[src/rtl/mdio_bridge_pkg.sv]
package mdio_bridge_pkg;
  localparam logic [1:0] BANK_MII  = 2'd2;
  localparam logic [1:0] BANK_STAT = 2'd3;
  localparam logic [4:0] OFS_CMD   = 5'h12;
  localparam logic [4:0] OFS_PREG  = 5'h14;
  localparam logic [4:0] OFS_WLO   = 5'h16;
  localparam logic [4:0] OFS_WHI   = 5'h17;
  localparam logic [4:0] OFS_RLO   = 5'h18;
  localparam logic [4:0] OFS_RHI   = 5'h19;
  localparam logic [4:0] OFS_STAT  = 5'h0A;

  typedef enum logic [1:0] {
    OPC_WRITE = 2'b01,
    OPC_READ  = 2'b10
  } mgmt_op_e;
endpackage

[src/rtl/mdio_clk_div.sv]
module mdio_clk_div #(
  parameter int DIV = 4
) (
  input  logic clk,
  input  logic rst_n,
  input  logic run,
  output logic mdc,
  output logic bit_end,
  output logic sample_now
);
  localparam int CW   = (DIV > 2) ? $clog2(DIV) : 1;
  localparam int HALF = DIV / 2;
  localparam logic [CW-1:0] LAST_C = CW'(DIV - 1);
  localparam logic [CW-1:0] HALF_C = CW'(HALF);

  logic [CW-1:0] phase;

  always_ff @(posedge clk or negedge rst_n) begin
    if (!rst_n)               phase <= '0;
    else if (!run)            phase <= '0;
    else if (phase == LAST_C) phase <= '0;
    else                      phase <= phase + 1'b1;
  end

  assign mdc        = run && (phase >= HALF_C);
  assign bit_end    = run && (phase == LAST_C);
  assign sample_now = run && (phase == HALF_C);
endmodule

[src/rtl/mdio_frame_engine.sv]
module mdio_frame_engine
  import mdio_bridge_pkg::*;
#(
  parameter int         PRE_LEN  = 32,
  parameter logic [4:0] PHY_ADDR = 5'd1
) (
  input  logic        clk,
  input  logic        rst_n,
  input  logic        start_rd,
  input  logic        start_wr,
  input  logic [4:0]  reg_sel,
  input  logic [15:0] tx_word,
  input  logic        bit_end,
  input  logic        sample_now,
  input  logic        mdio_i,
  output logic        active,
  output logic        mdio_o,
  output logic        mdio_oe,
  output logic        rd_done,
  output logic [15:0] rd_word
);
  localparam int TOTAL = PRE_LEN + 32;
  localparam int BW    = $clog2(TOTAL);
  localparam logic [BW-1:0] LAST_B = BW'(TOTAL - 1);
  localparam logic [BW-1:0] TA_B   = BW'(PRE_LEN + 14);
  localparam logic [BW-1:0] DAT_B  = BW'(PRE_LEN + 16);
  localparam logic [PRE_LEN-1:0] PRE_ONES = '1;

  logic [TOTAL-1:0] shreg;
  logic [BW-1:0]    bitno;
  logic             is_read;
  logic [15:0]      rx;
  logic [TOTAL-1:0] frame;
  mgmt_op_e         opc;

  always_comb begin
    opc   = start_rd ? OPC_READ : OPC_WRITE;
    frame = start_rd ? {PRE_ONES, 2'b01, opc, PHY_ADDR, reg_sel, 2'b11, 16'hFFFF}
                     : {PRE_ONES, 2'b01, opc, PHY_ADDR, reg_sel, 2'b10, tx_word};
  end

  always_ff @(posedge clk or negedge rst_n) begin
    if (!rst_n) begin
      active  <= 1'b0;
      bitno   <= '0;
      shreg   <= '0;
      is_read <= 1'b0;
      rx      <= '0;
    end else if (!active) begin
      if (start_rd || start_wr) begin
        active  <= 1'b1;
        bitno   <= '0;
        shreg   <= frame;
        is_read <= start_rd;
      end
    end else begin
      if (sample_now && is_read && (bitno >= DAT_B))
        rx <= {rx[14:0], mdio_i};
      if (bit_end) begin
        shreg <= shreg << 1;
        if (bitno == LAST_B) active <= 1'b0;
        else                 bitno  <= bitno + 1'b1;
      end
    end
  end

  assign mdio_o  = shreg[TOTAL-1];
  assign mdio_oe = active && !(is_read && (bitno >= TA_B));
  assign rd_done = active && is_read && bit_end && (bitno == LAST_B);
  assign rd_word = rx;

  assert_frame_len_R5: assert property (@(posedge clk) disable iff (!rst_n)
    $fell(active) |-> ($past(bitno) == LAST_B));
  assert_bit_hold_R7: assert property (@(posedge clk) disable iff (!rst_n)
    (active && $past(active) && !$past(bit_end)) |-> $stable(mdio_o));
  assert_release_R6: assert property (@(posedge clk) disable iff (!rst_n)
    (active && !mdio_oe) |=> (!mdio_oe || !active));
endmodule

[src/rtl/mdio_host_regs.sv]
module mdio_host_regs
  import mdio_bridge_pkg::*;
(
  input  logic        clk,
  input  logic        rst_n,
  input  logic        reg_wr,
  input  logic [1:0]  reg_bank,
  input  logic [4:0]  reg_addr,
  input  logic [7:0]  reg_wdata,
  input  logic        busy,
  input  logic        rd_done,
  input  logic [15:0] rd_word,
  output logic [7:0]  reg_rdata,
  output logic        start_rd,
  output logic        start_wr,
  output logic [4:0]  reg_sel,
  output logic [15:0] tx_word
);
  logic [4:0]  preg_q;
  logic [7:0]  cmd_q, wlo_q, whi_q;
  logic [15:0] rd_q;
  logic        take, in_mii;

  assign take     = reg_wr && !busy;
  assign in_mii   = (reg_bank == BANK_MII);
  assign start_rd = take && in_mii && (reg_addr == OFS_CMD) && reg_wdata[0];
  assign start_wr = take && in_mii && (reg_addr == OFS_WHI);
  assign reg_sel  = preg_q;
  assign tx_word  = {reg_wdata, wlo_q};

  always_ff @(posedge clk or negedge rst_n) begin
    if (!rst_n) begin
      preg_q <= '0;
      cmd_q  <= '0;
      wlo_q  <= '0;
      whi_q  <= '0;
      rd_q   <= '0;
    end else begin
      if (take && in_mii) begin
        case (reg_addr)
          OFS_PREG: preg_q <= reg_wdata[4:0];
          OFS_CMD:  cmd_q  <= reg_wdata;
          OFS_WLO:  wlo_q  <= reg_wdata;
          OFS_WHI:  whi_q  <= reg_wdata;
          default:  ;
        endcase
      end
      if (rd_done) rd_q <= rd_word;
    end
  end

  always_comb begin
    reg_rdata = 8'h00;
    if (in_mii) begin
      case (reg_addr)
        OFS_PREG: reg_rdata = {3'b000, preg_q};
        OFS_CMD:  reg_rdata = cmd_q;
        OFS_WLO:  reg_rdata = wlo_q;
        OFS_WHI:  reg_rdata = whi_q;
        OFS_RLO:  reg_rdata = rd_q[7:0];
        OFS_RHI:  reg_rdata = rd_q[15:8];
        default:  reg_rdata = 8'h00;
      endcase
    end else if (reg_bank == BANK_STAT && reg_addr == OFS_STAT) begin
      reg_rdata = {5'b00000, 1'b0, 1'b0, busy};
    end
  end

  assert_trigger_busy_R5: assert property (@(posedge clk) disable iff (!rst_n)
    (start_rd || start_wr) |=> busy);
  assert_drop_busy_R9: assert property (@(posedge clk) disable iff (!rst_n)
    (reg_wr && busy) |=> ($stable(preg_q) && $stable(cmd_q) && $stable(wlo_q) && $stable(whi_q)));
  assert_rd_hold_R8: assert property (@(posedge clk) disable iff (!rst_n)
    (busy && $past(busy)) |-> $stable(rd_q));
endmodule

[src/rtl/mdio_reg_bridge.sv]
module mdio_reg_bridge #(
  parameter int         DIV      = 4,
  parameter int         PRE_LEN  = 32,
  parameter logic [4:0] PHY_ADDR = 5'd1
) (
  input  logic       clk,
  input  logic       rst_n,
  input  logic       reg_wr,
  input  logic [1:0] reg_bank,
  input  logic [4:0] reg_addr,
  input  logic [7:0] reg_wdata,
  output logic [7:0] reg_rdata,
  output logic       busy,
  output logic       mdc,
  output logic       mdio_o,
  output logic       mdio_oe,
  input  logic       mdio_i
);
  logic        start_rd, start_wr, bit_end, sample_now, rd_done;
  logic [4:0]  reg_sel;
  logic [15:0] tx_word, rd_word;

  mdio_host_regs u_regs (
    .clk, .rst_n, .reg_wr, .reg_bank, .reg_addr, .reg_wdata,
    .busy, .rd_done, .rd_word, .reg_rdata,
    .start_rd, .start_wr, .reg_sel, .tx_word
  );

  mdio_clk_div #(.DIV(DIV)) u_div (
    .clk, .rst_n, .run(busy), .mdc, .bit_end, .sample_now
  );

  mdio_frame_engine #(.PRE_LEN(PRE_LEN), .PHY_ADDR(PHY_ADDR)) u_eng (
    .clk, .rst_n, .start_rd, .start_wr, .reg_sel, .tx_word,
    .bit_end, .sample_now, .mdio_i,
    .active(busy), .mdio_o, .mdio_oe, .rd_done, .rd_word
  );
endmodule

[config.mk]
export PLATFORM = sky130hd
export DESIGN_NAME = mdio_reg_bridge
export DESIGN_NICKNAME = d
export VERILOG_FILES = /design/src/rtl/mdio_bridge_pkg.sv /design/src/rtl/mdio_clk_div.sv /design/src/rtl/mdio_frame_engine.sv /design/src/rtl/mdio_host_regs.sv /design/src/rtl/mdio_reg_bridge.sv
export SDC_FILE = /design/constraint.sdc
export NUM_CORES = 1
export LEC_CHECK = 0
export ABC_AREA = 1
export CORE_MARGIN = 10
export CORE_UTILIZATION = 45
export CTS_CLUSTER_DIAMETER = 80
export DETAILED_ROUTE_END_ITERATION = 8
export PLACE_DENSITY = 0.64
export SETUP_SLACK_MARGIN = 0.2
export SYNTH_ARGS = -nofsm -noshare
export SYNTH_HDL_FRONTEND = slang
export SYNTH_SLANG_ARGS = --single-unit
[constraint.sdc]
create_clock -name clk -period 4.25 [get_ports clk]
set_input_delay 1.0625 -clock clk [delete_from_list [all_inputs] [get_ports clk]]
set_output_delay 1.0625 -clock clk [all_outputs]
set_load 0.005 [all_outputs]
# Yosys cells after proc, flatten, opt, wreduce, memory -nomap -nowiden

Index checks and enable logic that the tools add are counted.

$add $sub $neg: 2
$lt $le $gt $ge: 3
Equality and inequality tests: 14
Multiplexer cells: 18
Bitwise operators: 1
Reduce and logical (&&, ||, !) cells: 28

Operator list:

| cell                | number |
|---|---|
| $mux 64             | 3 |
| $pmux 8 s6          | 1 |
| $eq 5x5->1 const B  | 6 |
| $mux 6              | 4 |
| $mux 17             | 1 |
| $logic_and 1x1->1   | 16 |
| $reduce_and 2->1    | 7 |
| $ge 6x6->1 const B  | 2 |
| $eq 2x2->1 const B  | 4 |
| $mux 8              | 1 |
| $add 6x1->6 const B | 1 |
| $eq 6x6->1 const B  | 1 |
| $mux 2              | 3 |
| $eq 5x4->1 const B  | 1 |
| $mux 1              | 5 |
| $reduce_and 3->1    | 1 |
| $add 2x1->2 const B | 1 |
| $ge 2x2->1 const B  | 1 |
| $logic_not 1->1     | 2 |
| $ne 2x1->1 const B  | 1 |
| $ne 2x2->1 const B  | 1 |
| $reduce_bool 2->1   | 1 |
| $logic_or 1x1->1    | 1 |
| $not 1->1           | 1 |

Flip-flop bits (word level): 135
Input port bits: 19
Output and inout bits: 12

# Logic depth before layout (Yosys ltp)

Gate-level depths: netlist of the first run.

Depth after elaboration: 8
Gate-level depth with buffers: 11

# Cells and area by module

From an unflattened synthesis of the first run, not the netlist that was laid out.

Cell total of the unflattened synthesis: 661
Area total of the unflattened synthesis: 6326.1 um2

By module, submodules not included:

| module            | times used | cells each | area each (um2) | seq. area each (um2) |
|---|---|---|---|---|
| mdio_frame_engine | 1          | 372        | 3885.0          | 2202.1 |
| mdio_host_regs    | 1          | 274        | 2324.7          | 1126.1 |
| mdio_clk_div      | 1          | 15         | 116.4           | 50.0 |

# Worst setup path after synthesis of the first run

Ideal clock, no wire load.

Kind: input port to output port
Start point: input reg_addr[4]
End point: output reg_rdata[1]
Arrival: 1.888 ns
Required time: 3.188 ns
Path slack: 1.299 ns
Stages on the path: 7
Path buffers: 1
Cells stage by stage: buf_4 > nand3_1 > nor2_1 > nand2_1 > nand2_1 > inv_1 > a21oi_1

Word-level cells in the longest chain between the ends: 3
Elaborated cells on any way between the ends: 8
Those cells by class: eq/ne: 6; mux: 2

RTL lines:

| what           | RTL line              | source |
|---|---|---|
| from (decl)    | mdio_reg_bridge.sv:10 | `input logic [4:0] reg_addr,` |
| $eq 5x5->1     | mdio_host_regs.sv:55  | `case (reg_addr)` |
| $pmux 8 s6 (*) | mdio_host_regs.sv:55  |  |
| $mux 8 (*)     | mdio_host_regs.sv:54  | `if (in_mii) begin` |
| to (decl)      | mdio_reg_bridge.sv:12 | `output logic [7:0] reg_rdata,` |

Mark *: on every way between the ends. The rest lies on a longest branch, timed or not.

# Worst setup path in the final report of the first run

Ends and elaborated chain as after synthesis.

==> key figures, run 1 <==
Outcome
  – Status: complete, no violations

Timing
  – Max-slew headroom: 23.5%
  – FMAX: 267 MHz
  – Unrepaired setup endpoints after global routing: false
  – Final setup vio count: 0
  – Clock Skew: 0.00783 ns
  – Setup TNS: 0 ns
  – Tcrit/Tclk final: 88.2%
  – Max Slew Vio Count: 0
  – Fin crit period: 3.75 ns
  – Final Hold Vio Count: 0
  – Worst slew pin tran: 1.14 ns

Synth
  – Warnings, synthesis: 0
  – Post-synthesis register bit count: 135
  – Synth area leaders: dfrtp_1 55%, nand2_1 19%, o21ai_0 7.8%
  – Netlist Area Pre-Place: 0.00613 mm²
  – Post-synth top area share: 55.1%
  – Area leader, netlist: dfrtp_1
  – Mapped Avg Cell Area: 8.10 µm²
  – Sequential share of the synthesized area: 55.1%
  – Synthesized net count: 778
  – Cells after synthesis: 756
  – Yosys cell types: 28

Routing
  – Drt first pass iters: 5
  – Initial DRC count: 463
  – Post-Route WL: 14500 µm
  – ANT nets after route: 0
  – Vias: 5022
  – Drt via density: 5.16
  – DRC Markers: 0
  – Routed len/inst: 14.9 µm

GRT
  – Initial antenna violation count: 0
  – GRT overflow: 0
  – Largest net degree at the start of global routing: 99
  – First-pass GRT wire length: 24200 µm
  – Number of global-route vias before repair: 4874
  – Total global routing track utilization: 16.2%

Finish
  – Net total in the final layout: 806
  – Antenna diode count: 0
  – Most frequent cells in the layout: 301 x nand2_1, 135 x dfrtp_1, 96 x o21ai_0
  – Final Util: 54.3%
  – Fraction of layout cells with a size suffix above 1: 9.79%
  – Syn-to-layout area delta: 17.9%
  – Fillcell total: 1215
  – Commonest non-fill, non-tap cell in the layout: nand2_1

Clock tree
  – H-tree Lvls: 4
  – # clock sinks: 135
  – Hold-fix buffers, CTS: 0
  – CTS tree: done
  – Clk Latency, worst-skew pair: 0.41 ns
  – Root buf cell: clkbuf_16
  – Max clock buf depth: 2
  – Total clock buffers created by CTS: 17
  – Clk slew on worst S/H paths: 0.06 ns

Placement
  – Hpwl dp: 9210 µm
  – RePlAce Congestion: 0.942
  – IO Port Bufs: 30

Die
  – Top Ports: 31
  – Die area: 0.0187 mm²
  – CORE AREA: 0.0133 mm²
  – Die height: 137 µm
  – Initial Utilization: 46.1%
  – Row count: 42
  – Die W: 137 µm

Pwr
  – Leakage power: 3.70 nW
  – Power per Cell Area: 407 mW/mm²
  – VDD IR-drop max: 0.386 mV

Min path
  – Worst hold path type: reg -> reg

Critical path
  – Slowest CP cell: clkdlybuf4s50_1
  – Crit end category: output pin
  – Crit path largest cell delay: 0.53 ns
  – Max FO, Critical Path: 8
  – Cell family with most CP delay: buffers and inverters
  – Reg2reg setup slack: 1.62 ns
  – Most used cell, CP: nand2_1
  – Arr. time, crit path: 2.69 ns
  – Startpoint Class: primary input
  – Worst EP required: 3.19 ns
  – WP buf/inv: 4
  – Critical path cell sequence: dlymetal6s2s_1 -> nand3_1 -> nor2_1 -> buf_4 -> nand2_1 -> nand2_1 -> inv_1 -> a21oi_1 -> clkdlybuf4s50_1
  – Setup CP Type: in -> out

Run
  – Max Cap Viol: 0
-- cells by family after synthesis --
| logic type | Yosys count | share of synthesized area (%) |
|---|---|---|
| and+or+nand+nor | 408 | 27.4 |
| DFF | 135 | 55.1 |
| AOI/OAI and AO/OA | 120 | 9.89 |
| buffers and inverters | 89 | 6.82 |
| adders and majority gates | 3 | 0.613 |
| xor gates and xnor gates | 1 | 0.143 |
-- report_power, final --
group / internal (mW) / total, mW / switching (mW)
Clock: 1.04 / 1.58 / 0.535
Sequential: 1.29 / 1.29 / 0
Combinational: 0.0209 / 0.0749 / 0.0539
-- metrics by stage --
step	hold slack, ns	cells	instance area (µm²)	power, mW	worst slack (ns)
detailed placement	0.453	935	6500	1.38	0.157
global placement	0.444	935	6500	1.38	0.204
CTS	0.467	969	7150	2.96	0.197
finish	0.464	973	7220	2.94	0.499
floorplan	0.432	756	6130	1.32	1.30
global route	0.492	973	7220	3.02	0.351
-- what timing repair did --
item	4_1_cts	5_1_grt
pin swaps	1	2
setup endpoints to repair	6	8
buffers inserted	2	2
resized for setup	2	13
gates cloned	0	2
-- state kept, by name, indices dropped and copies added (netlist names) --
name / cells
u_div.phase: 2
u_eng.active: 1
u_eng.bitno: 6
u_eng.is_read: 1
u_eng.rd_word: 16
u_eng.shreg: 64
u_regs.cmd_q: 8
u_regs.rd_q: 16
u_regs.reg_sel: 5
u_regs.whi_q: 8
u_regs.wlo_q: 8
-- layout make-up --
class                           instances  area [µm²]  area share, %
Clock buffer                           24         492           6.81
Clock inverter                          8         143           1.98
Inverter                               53         199           2.76
Multi-Input combinational cell        534        2380           32.9
Sequential cell                       135        3380           46.8
Tap cell                              176         220           3.05
Timing Repair Buffer                   43         412           5.70
-- worst paths after layout --
path                                                   from                     endpoint  cells after the start
worst max-delay path                            reg_addr[4]                 reg_rdata[1]                      9
max in group asynchronous                             rst_n  u_eng.shreg[50]$_DFFE_PN0P_                      2
worst min-delay path            u_eng.shreg[43]$_DFFE_PN0P_  u_eng.shreg[43]$_DFFE_PN0P_                      2
min in group asynchronous                             rst_n   u_eng.bitno[3]$_DFFE_PN0P_                      1
worst max register to register       u_eng.active$_DFF_PN0_  u_eng.shreg[62]$_DFFE_PN0P_                      8
worst min register to register  u_eng.shreg[43]$_DFFE_PN0P_  u_eng.shreg[43]$_DFFE_PN0P_                      2
-- synth_stat cells --
library cell / count
nand2_2: 3
a21oi_1: 5
or2_2: 13
nand3_4: 1
inv_1: 49
nand3_1: 32
o21ai_1: 17
buf_2: 4
o31ai_1: 1
nand2_1: 302
nand3_2: 1
buf_4: 1
buf_6: 10
nand3b_1: 1
nand4_1: 5
nor2_4: 2
nor2_1: 43
xnor2_1: 1
o21a_1: 1
ha_1: 3
nor2_2: 1
o21ai_0: 96
nor3_1: 2
nor3b_1: 1
dfrtp_1: 135
clkbuf_1: 21
nor3_2: 1
inv_2: 4
-- layer usage --
metal / wire (µm) / share of wire [%] / global-route usage (%)
met5: 0 / 0 / 0
met3: 755 / 5.2 / 4.73
met2: 6640 / 46 / 25.0
met1: 6850 / 47 / 21.4
met4: 270 / 1.9 / 5.33
-- tightest hold or removal path, stage by stage (launching register included) --
cell and delay (ns):
dfrtp_1 0.33, nand2_1 0.05, nand2_1 0.05
Power figures use the tool's default switching activity.
==> run 2, diff against run 1 <==
Settings changed: CORE_ASPECT_RATIO set to 1.1, SKIP_LAST_GASP set to 1.
==> key figures, run 2 (same netlist as run 1, synthesis figures left out) <==
Outcome
  – Status: complete, no violations

Timing
  – Tcrit/Tclk final: 91.2% (+2.9 points)
  – Max-slew headroom: 31.0% (+7.5 points)
  – Setup TNS: 0 ns (unchanged)
  – Unrepaired setup endpoints after global routing: false
  – Final Hold Vio Count: 0 (unchanged)
  – Min setup slack post-route: 0.374 ns (-0.125 ns)
  – Final setup vio count: 0 (unchanged)
  – Fin crit period: 3.88 ns (+0.125 ns)
  – Max Slew Vio Count: 0 (unchanged)
  – Worst slew pin tran: 1.03 ns (-0.112 ns)
  – FMAX: 258 MHz (-3.2%)
  – Clock Skew: 0.00652 ns (-0.00131 ns)

Critical path
  – Cell depth of the worst flop-to-flop path: 9 (+1)
  – Max FO, Critical Path: 8 (unchanged)
  – Startpoint Class: primary input
  – Crit end category: output pin
  – Setup CP Type: in -> out
  – FF-to-FF End: u_eng.shreg[35]$_DFFE_PN0P_
  – Arr. time, crit path: 2.81 ns (+0.12 ns)
  – Reg2reg setup slack: 1.74 ns (+0.12 ns)
  – Worst r2r src: u_eng.active$_DFF_PN0_
  – Worst EP required: 3.19 ns (about the same)

Pwr
  – Combinational power share: 2.5% (about the same)
  – Leakage power: 3.68 nW (-0.36%)
  – Switching power: 625 µW (+6.1%)
  – Power per Cell Area: 388 mW/mm² (-4.5%)
  – Clk network pwr share: 51.1% (-2.6 points)
  – Sw frac: 22.6% (+2.5 points)
  – Sequential Power Share: 46.4% (+2.6 points)
  – Internal: 2.15 mW (-8.7%)
  – VDD IR-drop max: 0.269 mV (-30%)

Placement
  – IO Port Bufs: 30 (unchanged)
  – Hpwl dp: 9140 µm (-0.82%)
  – Placed insts: 944 (+0.96%)
  – Setup WS pre-CTS: 0.170 ns (+0.0130 ns)
  – RePlAce Congestion: 0.930 (-1.2%)

Clock tree
  – CTS tree: done
  – Total clock buffers created by CTS: 17 (unchanged)
  – Max clock buf depth: 2 (unchanged)
  – H-tree Lvls: 4 (unchanged)
  – Clk slew on worst S/H paths: 0.06 ns (about the same)
  – Root buf cell: clkbuf_16
  – Hold-fix buffers, CTS: 0 (unchanged)
  – # clock sinks: 135 (unchanged)
  – Clk Latency, worst-skew pair: 0.42 ns (about the same)

Finish
  – Register bank with the most flops: u_eng.shreg
  – Finished Layout Cells: 978 (+0.51%)
  – Syn-to-layout area delta: 16.4%
  – Fillcell total: 1254 (+3.2%)
  – Max reg flops: 64 (unchanged)
  – Net total in the final layout: 803 (-0.37%)
  – Antenna diode count: 0 (unchanged)
  – Most frequent cells in the layout: 302 x nand2_1, 135 x dfrtp_1, 96 x o21ai_0
  – Commonest non-fill, non-tap cell in the layout: nand2_1
  – FF/Latch Area: 0.00338 mm² (unchanged)
  – Fraction of layout cells with a size suffix above 1: 9.45% (-0.34 points)
  – Area of the multi-input gates: 0.00235 mm² (-1.1%)
  – Final Util: 53.7% (-0.57 points)

Run
  – Max Cap Viol: 0 (unchanged)

Min path
  – Worst hold path type: reg -> reg
  – Hold path start: u_eng.shreg[45]$_DFFE_PN0P_
  – Hold Path Cell Cnt: 2 (unchanged)
  – Hold endpoint: u_eng.shreg[45]$_DFFE_PN0P_

GRT
  – Total global routing track utilization: 15.7% (-0.52 points)
  – Initial antenna violation count: 0 (unchanged)
  – Largest net degree at the start of global routing: 99 (unchanged)
  – First-pass GRT wire length: 24100 µm (-0.31%)
  – Number of global-route vias before repair: 4777 (-2.0%)
  – GRT overflow: 0 (unchanged)

Routing
  – Drt first pass iters: 5 (unchanged)
  – Routed len/inst: 14.3 µm (-3.9%)
  – Post-Route WL: 14000 µm (-3.4%)
  – DRC Markers: 0 (unchanged)
  – Vias: 4956 (-1.3%)
  – Initial DRC count: 510 (+10%)
  – ANT nets after route: 0 (unchanged)
  – Drt via density: 5.07 (-1.8%)

Die
  – Top Ports: 31 (unchanged)
  – Initial Utilization: 46.2% (+0.096 points)
  – CORE AREA: 0.0133 mm² (-0.21%)
  – Die area: 0.0187 mm² (about the same)
  – Die W: 131 µm (-4.0%)
  – Die height: 142 µm (+4.2%)
  – Row count: 44 (+4.8%)
run 2: cell count changes in the layout (fill, tap and decap cells not counted), sizes merged:
cell	previous run	this run
bufinv	4	1
inv	53	56
dlymetal6s2s	5	6
clkbuf	24	19
nor2	48	47
clkdlybuf4s50	24	21
clkinv	3	5
clkinvlp	1	4
buf	14	12
dlygate4sd2	0	2
run 2: metrics by stage:
stage / instance area (µm²) / total power [mW] / hold slack, ns
floorplan: 6130 / 1.32 / 0.432
global placement: 6510 / 1.38 / 0.444
detailed placement: 6510 / 1.38 / 0.453
CTS: 7110 / 2.80 / 0.469
global route: 7130 / 2.87 / 0.484
finish: 7130 / 2.77 / 0.465
run 2: layer usage:
metal | global-route usage, % | routed length (µm) | vias up
li1 | - | - | 2433
met1 | 20.6 | 6590 | 2375
met2 | 24.8 | 6530 | 128
met3 | 4.66 | 731 | 20
met4 | 4.15 | 161 | 0
met5 | 0 | 0 | -
run 2: layout make-up:
class	count	share of cell area, %
flip-flops and latches	135	47.4
inverters	53	2.79
multi-input cells	533	33.0
well taps	184	3.23
repair buffers	41	5.56
clock buffers	19	6.35
clock inverters	13	1.70
run 2: power groups by stage:
| stage | Sequential (mW) | Clock (mW) | Combinational, mW |
|---|---|---|---|
| final | 1.29 | 1.42 | 0.0687 |
| after global routing | 1.28 | 1.51 | 0.0769 |
| after CTS | 1.29 | 1.44 | 0.0708 |
| after detailed placement | 1.31 | 0 | 0.0694 |
| after global placement | 1.31 | 0 | 0.0679 |
| after floorplan | 1.31 | 0 | 0.0146 |
run 2: how the worst max path moves through the flow:
stage | from | to
after floorplan | reg_addr[4] | reg_rdata[1]
after detailed placement | reg_addr[3] | reg_rdata[3]
after CTS | reg_addr[1] | reg_rdata[3]
final | reg_addr[4] | reg_rdata[4]
after global placement | reg_addr[4] | reg_rdata[1]
after global routing | reg_addr[4] | reg_rdata[7]
run 2: worst max-delay path, cell delays in order:
cell             delay (ns)
dlygate4sd2_1          0.38
nand3_1                0.19
nor2_1                 0.15
buf_4                  0.17
nand2_1                0.07
nand2_1                0.07
nor2_1                 0.04
a21oi_1                0.13
clkdlybuf4s50_1        0.54
run 2: repair_timing:
item,4_1_cts,5_1_grt
buffers inserted,1,0
cloned,1,0
pin swaps,1,0
resized for setup,7,6
endpoints found under the setup margin,5,8
==> run 3, diff against run 2 <==
Settings changed: MAX_ROUTING_LAYER set to met4.
==> key figures, run 3 (same netlist as run 1, synthesis figures left out) <==
Critical path
  – Crit path largest cell delay: 0.52 ns (-0.02 ns)
  – WP buf/inv: 4 (+1)
  – Most used cell, CP: nand2_1
  – Max FO, Critical Path: 5 (-3)
  – Critical path cell sequence: dlygate4sd2_1 -> inv_1 -> nand3_1 -> nor2_2 -> nand2_1 -> nand2_1 -> inv_1 -> nand2_1 -> nand2_1 -> nand2_1 -> clkdlybuf4s50_1
  – Arr. time, crit path: 2.81 ns (about the same)
  – Worst EP required: 3.19 ns (about the same)
  – Startpoint Class: primary input
  – Crit end category: output pin
  – Setup CP Type: in -> out
  – Slowest CP cell: clkdlybuf4s50_1
  – Cell family with most CP delay: buffers and inverters

GRT
  – Initial antenna violation count: 1 (+1)
  – M3 GR Usage: 3.57% (-1.1 points)
  – Grt peak-use layer: met2
  – Number of global-route vias before repair: 4798 (+0.44%)
  – Largest net degree at the start of global routing: 96 (-3.0%)
  – GRT overflow: 0 (unchanged)
  – First-pass GRT wire length: 23700 µm (-1.5%)
  – Met1 Track Usage GR: 20.7% (+0.082 points)
  – Met2 GRT Util: 24.0% (-0.72 points)
  – Total global routing track utilization: 16.1% (+0.36 points)

Routing
  – Initial DRC count: 408 (-20%)
  – Post-Route WL: 14000 µm (about the same)
  – Drt first pass iters: 5 (unchanged)
  – Drt via density: 4.98 (-1.6%)
  – DRC Markers: 0 (unchanged)
  – Routed len/inst: 14.3 µm (-0.14%)
  – ANT nets after route: 0 (unchanged)
  – Vias: 4880 (-1.5%)

Pwr
  – Clk network pwr share: 50.5% (-0.6 points)
  – Sequential Power Share: 47.0% (+0.6 points)
  – VDD IR-drop max: 0.281 mV (+4.5%)
  – Leakage power: 3.62 nW (-1.8%)
  – Sw frac: 22.9% (+0.35 points)
  – Internal: 2.11 mW (-1.7%)
  – Power per Cell Area: 384 mW/mm² (-1.0%)
  – Power, Total: 2.74 mW (-1.3%)
  – Combinational power share: 2.5% (about the same)
  – Switching power: 626 µW (+0.27%)

Clock tree
  – Clk slew on worst S/H paths: 0.06 ns (about the same)
  – # clock sinks: 135 (unchanged)
  – Total clock buffers created by CTS: 17 (unchanged)
  – Clk Latency, worst-skew pair: 0.42 ns (about the same)
  – Root buf cell: clkbuf_16
  – H-tree Lvls: 4 (unchanged)
  – Max clock buf depth: 2 (unchanged)
  – Post-CTS Setup Bufs: 0 (-1)
  – CTS tree: done

Finish
  – Area of the multi-input gates: 0.00236 mm² (+0.48%)
  – Net total in the final layout: 803 (unchanged)
  – Register bank with the most flops: u_eng.shreg
  – Max reg flops: 64 (unchanged)
  – Fraction of layout cells with a size suffix above 1: 9.57% (+0.13 points)
  – Commonest non-fill, non-tap cell in the layout: nand2_1
  – Syn-to-layout area delta: 16.1%
  – Final Cell Area: 0.00711 mm² (-0.21%)
  – Most frequent cells in the layout: 302 x nand2_1, 135 x dfrtp_1, 96 x o21ai_0
  – FF/Latch Area: 0.00338 mm² (unchanged)
  – Fillcell total: 1258 (+0.32%)

Placement
  – Dpl cell area: 0.00651 mm² (unchanged)
  – IO Port Bufs: 30 (unchanged)
  – Hpwl dp: 9060 µm (-0.89%)
  – RePlAce Congestion: 0.919 (-1.3%)

Min path
  – Worst hold path type: reg -> reg

Timing
  – Worst hold slack: 0.467 ns (+0.00115 ns)
  – Fin crit period: 3.87 ns (-0.00279 ns)
  – Final setup vio count: 0 (unchanged)
  – Final Hold Vio Count: 0 (unchanged)
  – FMAX: 258 MHz (about the same)
  – Setup TNS: 0 ns (unchanged)
  – Tcrit/Tclk final: 91.1% (about the same)
  – Max Slew Vio Count: 0 (unchanged)
  – Worst slew pin tran: 0.999 ns (-0.0325 ns)
  – Clock Skew: 0.00723 ns (+0.000714 ns)
  – Unrepaired setup endpoints after global routing: false
  – Max-slew headroom: 33.2% (+2.2 points)

Die
  – Die W: 131 µm (unchanged)
  – Top Ports: 31 (unchanged)
  – Die area: 0.0187 mm² (unchanged)
  – Row count: 44 (unchanged)
  – CORE AREA: 0.0133 mm² (unchanged)
  – Die height: 142 µm (unchanged)
  – Initial Utilization: 46.2% (unchanged)

Run
  – Max Cap Viol: 0 (unchanged)

Outcome
  – Status: complete, no violations
==> run 3: cell types whose count changed in the layout (fill, tap and decap cells not counted), sizes merged <==
cell           before  now
buf                12   11
clkbuf             19   17
clkdlybuf4s50      21   24
clkinv              5    7
clkinvlp            4    5
diode               0    1
dlygate4sd2         2    1
dlymetal6s2s        6    4
inv                56   55
nor2               47   48
==> run 3: worst paths after layout <==
path	start	to	slack (ns)	cells past startpoint
max in group asynchronous	rst_n	u_eng.shreg[9]$_DFFE_PN0P_	2.71	2
min reg2reg	u_eng.shreg[53]$_DFFE_PN0P_	u_eng.shreg[53]$_DFFE_PN0P_	0.47	2
max reg2reg	u_eng.active$_DFF_PN0_	u_eng.shreg[55]$_DFFE_PN0P_	1.75	9
min	u_eng.shreg[53]$_DFFE_PN0P_	u_eng.shreg[53]$_DFFE_PN0P_	0.47	2
max	reg_addr[3]	reg_rdata[0]	0.38	11
min in group asynchronous	rst_n	u_eng.bitno[0]$_DFFE_PN0P_	0.71	1
==> run 3: what timing repair did <==
| item | in CTS | in global routing |
|---|---|---|
| cloned | 1 | 1 |
| hold buffers | 0 | 0 |
| endpoints found under the setup margin | 5 | 8 |
| hold endpoints to repair | 0 | 0 |
| pin swaps | 1 | 1 |
| resized for setup | 6 | 6 |
==> run 3: worst reg2reg max path, delay by kind of cell (launching register included) <==
kind / cells / cell delay, ns
simple gates: 5 / 0.77
buf+inv: 3 / 1.05
compound gates: 1 / 0.22
flops: 1 / 0.39
==> run 3: layer usage <==
layer | part of all wire (%) | vias up
met5 | 0 | -
met4 | 1.9 | 0
met3 | 4.2 | 22
met2 | 46 | 113
met1 | 48 | 2312
li1 | - | 2433
==> run 3: cell type report <==
cell class                      count  area share (%)
Timing Repair Buffer               40            5.42
Inverter                           53            2.80
Multi-Input combinational cell    534            33.2
Tap cell                          184            3.24
Clock inverter                     15            1.85
Sequential cell                   135            47.5
Clock buffer                       17            5.98
Antenna cell                        1          0.0352
==> run 3: power by group through the flow <==
stage,Clock [mW],Sequential [mW],Combinational [mW]
after floorplan,0,1.31,0.0146
after detailed placement,0,1.31,0.0688
after global routing,1.47,1.28,0.0782
final,1.38,1.29,0.0694
after CTS,1.41,1.29,0.0706
after global placement,0,1.31,0.0675
==> run 3: metrics by stage <==
stage | utilization (%) | worst slack (ns) | instances
final | 53.6 | 0.377 | 979
after global routing | 53.6 | 0.235 | 979
after CTS | 53.4 | 0.194 | 977
after detailed placement | 49.1 | 0.149 | 944
after global placement | 49.1 | 0.189 | 944
after floorplan | - | 1.30 | 756
